File: config.mk
export PLATFORM = sky130hd
export DESIGN_NAME = vio_gap_throttle
export DESIGN_NICKNAME = d
export VERILOG_FILES = /design/src/rtl/vio_gap_pkg.sv /design/src/rtl/vio_port_match.sv /design/src/rtl/vio_gap_counter.sv /design/src/rtl/vio_gap_fsm.sv /design/src/rtl/vio_gap_throttle.sv
export SDC_FILE = /design/constraint.sdc
export NUM_CORES = 1
export LEC_CHECK = 0
export BUFFER_PORTS_ARGS = -buffer_cell sky130_fd_sc_hd__clkbuf_2
export CAP_MARGIN = 5
export CORE_AREA = 8 8 45 47
export DETAILED_ROUTE_END_ITERATION = 8
export DIE_AREA = 0 0 53 55
export GPL_ROUTABILITY_DRIVEN = 0
export PLACE_DENSITY = 0.66
export SYNTH_ARGS = -nofsm -noshare
export SYNTH_HDL_FRONTEND = slang
export SYNTH_SLANG_ARGS = --single-unit
File: constraint.sdc
create_clock -name clk -period 2.13 [get_ports clk]
set_clock_uncertainty 0.15 [all_clocks]
set_input_delay 0.426 -clock clk [delete_from_list [all_inputs] [get_ports clk]]
set_output_delay 0.426 -clock clk [all_outputs]
set_load 0.02 [all_outputs]
File: src/rtl/vio_gap_pkg.sv
package vio_gap_pkg;

    typedef enum logic [1:0] {
        SP_READY  = 2'd0,
        SP_GAP    = 2'd1,
        SP_ACCESS = 2'd2
    } sp_state_t;

endpackage

File: src/rtl/vio_port_match.sv
module vio_port_match #(
    parameter logic [7:0] PORT_BASE      = 8'h98,
    parameter int         PORT_SPAN_LOG2 = 2
) (
    input  logic [7:0] port,
    output logic       hit
);
    localparam logic [7:0] MASK = 8'hFF << PORT_SPAN_LOG2;

    always_comb begin
        hit = ((port & MASK) == (PORT_BASE & MASK));
    end
endmodule

File: src/rtl/vio_gap_counter.sv
module vio_gap_counter #(
    parameter int THRESHOLD = 54,
    parameter int CNT_W     = $clog2(THRESHOLD + 1)
) (
    input  logic             clk,
    input  logic             rst_n,
    input  logic             restart,
    output logic [CNT_W-1:0] cnt,
    output logic             full
);
    localparam logic [CNT_W-1:0] LIMIT = CNT_W'(THRESHOLD);

    always_ff @(posedge clk) begin
        if (!rst_n) begin
            cnt <= LIMIT;
        end else if (restart) begin
            cnt <= '0;
        end else if (cnt != LIMIT) begin
            cnt <= cnt + 1'b1;
        end
    end

    always_comb begin
        full = (cnt == LIMIT);
    end
endmodule

File: src/rtl/vio_gap_fsm.sv
module vio_gap_fsm
    import vio_gap_pkg::*;
(
    input  logic clk,
    input  logic rst_n,
    input  logic iorq_n,
    input  logic hit,
    input  logic fast_mode,
    input  logic cnt_full,
    output logic restart,
    output logic busy,
    output logic wait_n
);
    sp_state_t state, state_nx;
    logic      video_req;

    always_comb begin
        video_req = !iorq_n && hit;
    end

    always_ff @(posedge clk) begin
        if (!rst_n) begin
            state <= SP_READY;
        end else begin
            state <= state_nx;
        end
    end

    always_comb begin
        state_nx = state;
        unique case (state)
            SP_READY:  if (video_req) state_nx = SP_ACCESS;
            SP_GAP: begin
                if (video_req)     state_nx = SP_ACCESS;
                else if (cnt_full) state_nx = SP_READY;
            end
            SP_ACCESS: if (iorq_n) state_nx = SP_GAP;
            default:   state_nx = SP_READY;
        endcase
    end

    always_comb begin
        busy    = (state == SP_ACCESS);
        restart = busy && iorq_n;
        wait_n  = !(fast_mode && !iorq_n && (hit || busy) && !cnt_full);
    end
endmodule

File: src/rtl/vio_gap_throttle.sv
module vio_gap_throttle #(
    parameter int         THRESHOLD      = 54,
    parameter int         ADDR_W         = 16,
    parameter logic [7:0] PORT_BASE      = 8'h98,
    parameter int         PORT_SPAN_LOG2 = 2
) (
    input  logic              clk,
    input  logic              rst_n,
    input  logic              iorq_n,
    input  logic [ADDR_W-1:0] addr,
    input  logic              fast_mode,
    output logic              wait_n
);
    localparam int CNT_W = $clog2(THRESHOLD + 1);

    logic             port_hit;
    logic             gap_restart;
    logic             gap_full;
    logic             acc_busy;
    logic [CNT_W-1:0] gap_cnt;

    generate
        if (ADDR_W > 8) begin : g_hi_addr
            logic unused_hi;
            assign unused_hi = ^addr[ADDR_W-1:8];
        end
    endgenerate

    vio_port_match #(
        .PORT_BASE      (PORT_BASE),
        .PORT_SPAN_LOG2 (PORT_SPAN_LOG2)
    ) u_match (
        .port (addr[7:0]),
        .hit  (port_hit)
    );

    vio_gap_counter #(
        .THRESHOLD (THRESHOLD),
        .CNT_W     (CNT_W)
    ) u_cnt (
        .clk     (clk),
        .rst_n   (rst_n),
        .restart (gap_restart),
        .cnt     (gap_cnt),
        .full    (gap_full)
    );

    vio_gap_fsm u_fsm (
        .clk       (clk),
        .rst_n     (rst_n),
        .iorq_n    (iorq_n),
        .hit       (port_hit),
        .fast_mode (fast_mode),
        .cnt_full  (gap_full),
        .restart   (gap_restart),
        .busy      (acc_busy),
        .wait_n    (wait_n)
    );
endmodule

Yosys cells after proc, flatten, opt, wreduce, memory -nomap -nowiden
Index checks and enable logic that the tools add are counted.
{"block": "totals", "ff_bits": 8, "out_inout_bits": 1, "word_cells": 33}
{"block": "classes", "eq_ne": 8, "mux": 7, "bitwise": 1, "addsub": 1, "n_reduce_logical": 13}
{"operator": "$eq 6x6->1 const B", "count": 2}
{"operator": "$mux 6", "count": 2}
{"operator": "$mux 2", "count": 4}
{"operator": "$add 6x1->6 const B", "count": 1}
{"operator": "$ne 6x6->1 const B", "count": 1}
{"operator": "$pmux 2 s3", "count": 1}
{"operator": "$logic_and 1x1->1", "count": 5}
{"operator": "$logic_not 1->1", "count": 3}
{"operator": "$ne 3x1->1 const B", "count": 1}
{"operator": "$reduce_and 3->1", "count": 1}
{"operator": "$eq 2x1->1 const B", "count": 1}
{"operator": "$eq 2x2->1 const B", "count": 1}
{"operator": "$logic_not 2->1", "count": 1}
{"operator": "$ne 2x1->1 const B", "count": 1}
{"operator": "$ne 2x2->1 const B", "count": 1}
{"operator": "$reduce_bool 2->1", "count": 1}
{"operator": "$reduce_or 2->1", "count": 1}
{"operator": "$logic_or 1x1->1", "count": 1}
{"operator": "$not 1->1", "count": 1}

Logic depth before layout (Yosys ltp)
{"block": "depth", "word_depth": 5, "ltp_mapped": 6, "ltp_nobuf": 5}

By module
Synthesis repeated with hierarchy kept, for this count alone.
{"block": "hier_totals", "hier_cells": 50, "area_unflattened_um2": 459.2}
{"mod": "vio_gap_counter", "n_inst": 1, "cells_each": 36, "area_per_inst_um2": 312.8}
{"mod": "vio_gap_fsm", "n_inst": 1, "cells_each": 12, "area_per_inst_um2": 122.6}
{"mod": "vio_port_match", "n_inst": 1, "cells_each": 2, "area_per_inst_um2": 23.8}

Worst setup path before layout
No wires, ideal clock.
{"block": "synth_path", "path_type": "register to output", "from": "register u_cnt.cnt[0]", "to": "output wait_n", "n_path_buf": 1, "stages_incl_launch_ff": 7, "slack_ns": 0.349, "arrival_ns": 1.205, "t_required_ns": 1.554, "path_cell_list": "dfxtp_1 inv_1 ha_1 and4b_1 buf_2 nand2_1 o2111ai_1"}
{"block": "synth_between", "elab_chain_len": 4}
{"item": "start: declaration", "line": "vio_gap_counter.sv:8", "text": "output logic [CNT_W-1:0] cnt,"}
{"item": "start signal: assignment", "line": "vio_gap_counter.sv:19", "text": "cnt <= cnt + 1'b1;"}
{"item": "$eq 6x6->1", "line": "vio_gap_counter.sv:24", "text": "full = (cnt == LIMIT);"}
{"item": "$logic_not 1->1", "line": "vio_gap_fsm.sv:45", "text": "wait_n = !(fast_mode && !iorq_n && (hit || busy) && !cnt_full);"}
{"item": "$logic_and 1x1->1", "line": "vio_gap_fsm.sv:45"}
{"item": "$logic_not 1->1", "line": "vio_gap_fsm.sv:45"}
{"item": "end: declaration", "line": "vio_gap_throttle.sv:12", "text": "output logic wait_n"}
No other way between the ends.

Worst setup path in the final report
Same ends and word-level chain as after synthesis.

==> results by group <==
Worst setup path
  – Crit path DAT: 1440 ps
  – Critical path type: flop to output port
  – Required @ worst endpoint: 1550 ps
  – Worst-path maximum fanout: 5
  – Crit-path leading delay family: flip-flops
  – Slowest CP cell: dfxtp_2
  – Worst Setup End Kind: output port
  – Worst-path cell chain: inv_1 > ha_1 > and4b_2 > nand2_1 > o2111ai_1 > buf_2
  – Buf/Inv on CP: 2
  – CP startpoint kind: flop
  – Crit-path max cell delay: 360 ps

Detailed routing
  – Via/cell ratio: 5.33
  – Top Metal Used: met3
  – DRC Markers: 0
  – Avg WL per Cell: 12.3 um
  – DR WL met3: 91 um
  – Total number of vias: 421
  – Met1 WL: 441 um
  – Pre-antenna DRT Iters: 3
  – Met2 WL: 435 um
  – DR iter-0 viols: 3
  – Final WL: 968 um
  – ANT nets after route: 0

CTS
  – CTS tree: built
  – CTS Buffer Depth: 2
  – Clk slew on worst S/H paths: 60 ps
  – H-tree Lvls: 1
  – CTS Root Buffer Type: clkbuf_4
  – Inserted Clock Buffers: 3
  – CTS Sinks: 8
  – Clk_lat worst skew: 250 ps

STA
  – Min Tclk post-route: 2020 ps
  – Count of final hold-check violations: 0
  – Slew headroom: 79.7%
  – Max Freq: 0.496 GHz
  – Final period utilization: 94.7%
  – Worst-margin pin slew: 304 ps
  – # setup viols final: 0
  – Final setup TNS: 0 ps
  – WHS: 297 ps
  – Final Max Tran Viols: 0
  – Unrepaired setup endpoints after global routing: false

Floorplanning
  – Core Area: 0.00138 mm2
  – Initial Utilization: 32.6%
  – Die X: 53 um
  – Die ar.: 0.00292 mm2
  – Std cell rows: 14
  – Die Ht: 55 um
  – I/O Pins: 21

Run status
  – Status: finished, final reports clean

Pwr
  – Int Pwr: 0.405 mW
  – Combinational Power Share: 46.0%
  – Worst VDD drop: 0.000453 V
  – Sw frac: 35.7%
  – Clock Power Share: 18.8%
  – Pwr Density: 1150 mW/mm2
  – Leak: 0.240 nW
  – NetSw: 0.225 mW
  – Register share of total power: 35.2%

Synthesis
  – Post-Syn Area: 452 um2
  – Yosys reg bits: 8
  – Number of distinct library cells after synthesis: 27
  – Register area share after synthesis: 35.5%
  – Gate Count Post-Synth: 50
  – Mean Syn Cell Area: 9.03 um2
  – Syn Nets: 72
  – Synth Warn #: 0

Global route
  – First-pass GRT wire length: 1670 um
  – Largest net degree at the start of global routing: 11
  – Vias in the first global route: 431
  – Total track usage: 7.78%
  – Initial antenna violation count: 0
  – GRT overflow: 0

Worst hold path
  – Min-delay worst type: input pin to flop

Final layout
  – Most frequent cells in the layout: 9 x clkbuf_2, 7 x dfxtp_1, 5 x nand3_1
  – Area delta synth->final: 21.6%
  – Diode count: 0
  – Commonest non-fill, non-tap cell in the layout: clkbuf_2
  – Final nets: 87
  – Share of cells above drive strength 1: 33.3%
  – Core Util, Final: 39.7%

Place
  – # port buffers: 10
  – HPWL Detailed: 759 um

Run
  – Max_cap viols: 0
what timing repair did:
item | 4_1_cts | 5_1_grt
gates resized for setup | 1 | 2
setup endpoints to repair | 1 | 1
buffers inserted | 0 | 2
hold buffers | 0 | 0
layer usage:
layer  vias to the layer above  global-route usage (%)
li1                        211                       -
met3                         0                    5.88
met1                       196                    7.66
met5                         -                       0
met2                        14                    12.5
met4                         0                    2.59
area by class of cell:
type                       count  area (um2)
clock buffer                   3        22.5
tap                           16        20.0
fill                         142         835
sequential                     8         161
timing repair buffer          12        65.1
multi-input combinational     38         273
inverter                       2        7.51
power groups by stage:
stage	clock (mW)	combinational (mW)	sequential, mW
after floorplan	0	0.223	0.204
after global placement	0	0.230	0.221
after detailed placement	0	0.238	0.222
after CTS	0.123	0.241	0.222
after global routing	0.135	0.316	0.228
final	0.119	0.289	0.221
cells by family after synthesis:
family,count (synthesis),share of synthesized area [%]
simple gates,23,31.3
buf+inv,4,4.43
fa+ha+maj,2,5.54
compound gates,11,19.4
flops,8,35.5
xor+xnor,2,3.88
Yosys cell counts:
library cell	number	area [um2]
ha_1	2	25.0
a21o_1	1	7.51
nand2b_1	1	6.26
o211a_1	1	10.0
inv_1	2	7.51
and2_4	1	8.76
and2b_2	1	8.76
nor2_1	1	3.75
nand4bb_1	1	11.3
o311ai_2	1	16.3
o21ai_0	3	15.0
and4b_1	1	10.0
nand4_1	1	6.26
xor2_1	2	17.5
o31ai_2	1	12.5
or4_1	1	7.51
nand3_1	5	25.0
o2111ai_1	1	8.76
buf_2	1	5.00
nand2_1	4	15.0
a21oi_1	2	10.0
nor3_1	3	15.0
o211ai_1	1	7.51
and3b_1	1	8.76
nand3b_1	2	15.0
buf_4	1	7.51
dfxtp_1	8	160
stage by stage:
step           cells  setup WS [ps]  area (um2)  total power, mW
3_5_place_dp      74            287         509            0.459
6_report          79            113         549            0.629
5_1_grt           79           34.7         549            0.679
4_1_cts           77           28.6         533            0.586
3_3_place_gp      74            317         509            0.452
2_1_floorplan     50            349         452            0.427
final timing paths:
path,start,to,slack [ps],cells past startpoint
max,u_cnt.cnt[0]$_SDFFE_PP0N_,wait_n,110,6
min,rst_n,u_cnt.cnt[1]$_SDFFE_PN1P_,300,2
max reg2reg,u_cnt.cnt[0]$_SDFFE_PP0N_,u_cnt.cnt[1]$_SDFFE_PN1P_,520,6
min reg2reg,u_cnt.cnt[0]$_SDFFE_PP0N_,u_cnt.cnt[0]$_SDFFE_PP0N_,350,2
flip-flops by register name, summed over array words and instances (netlist names):
signal and cells:
u_cnt.cnt 6, u_fsm.state 2
(Power assumes the default switching activity.)
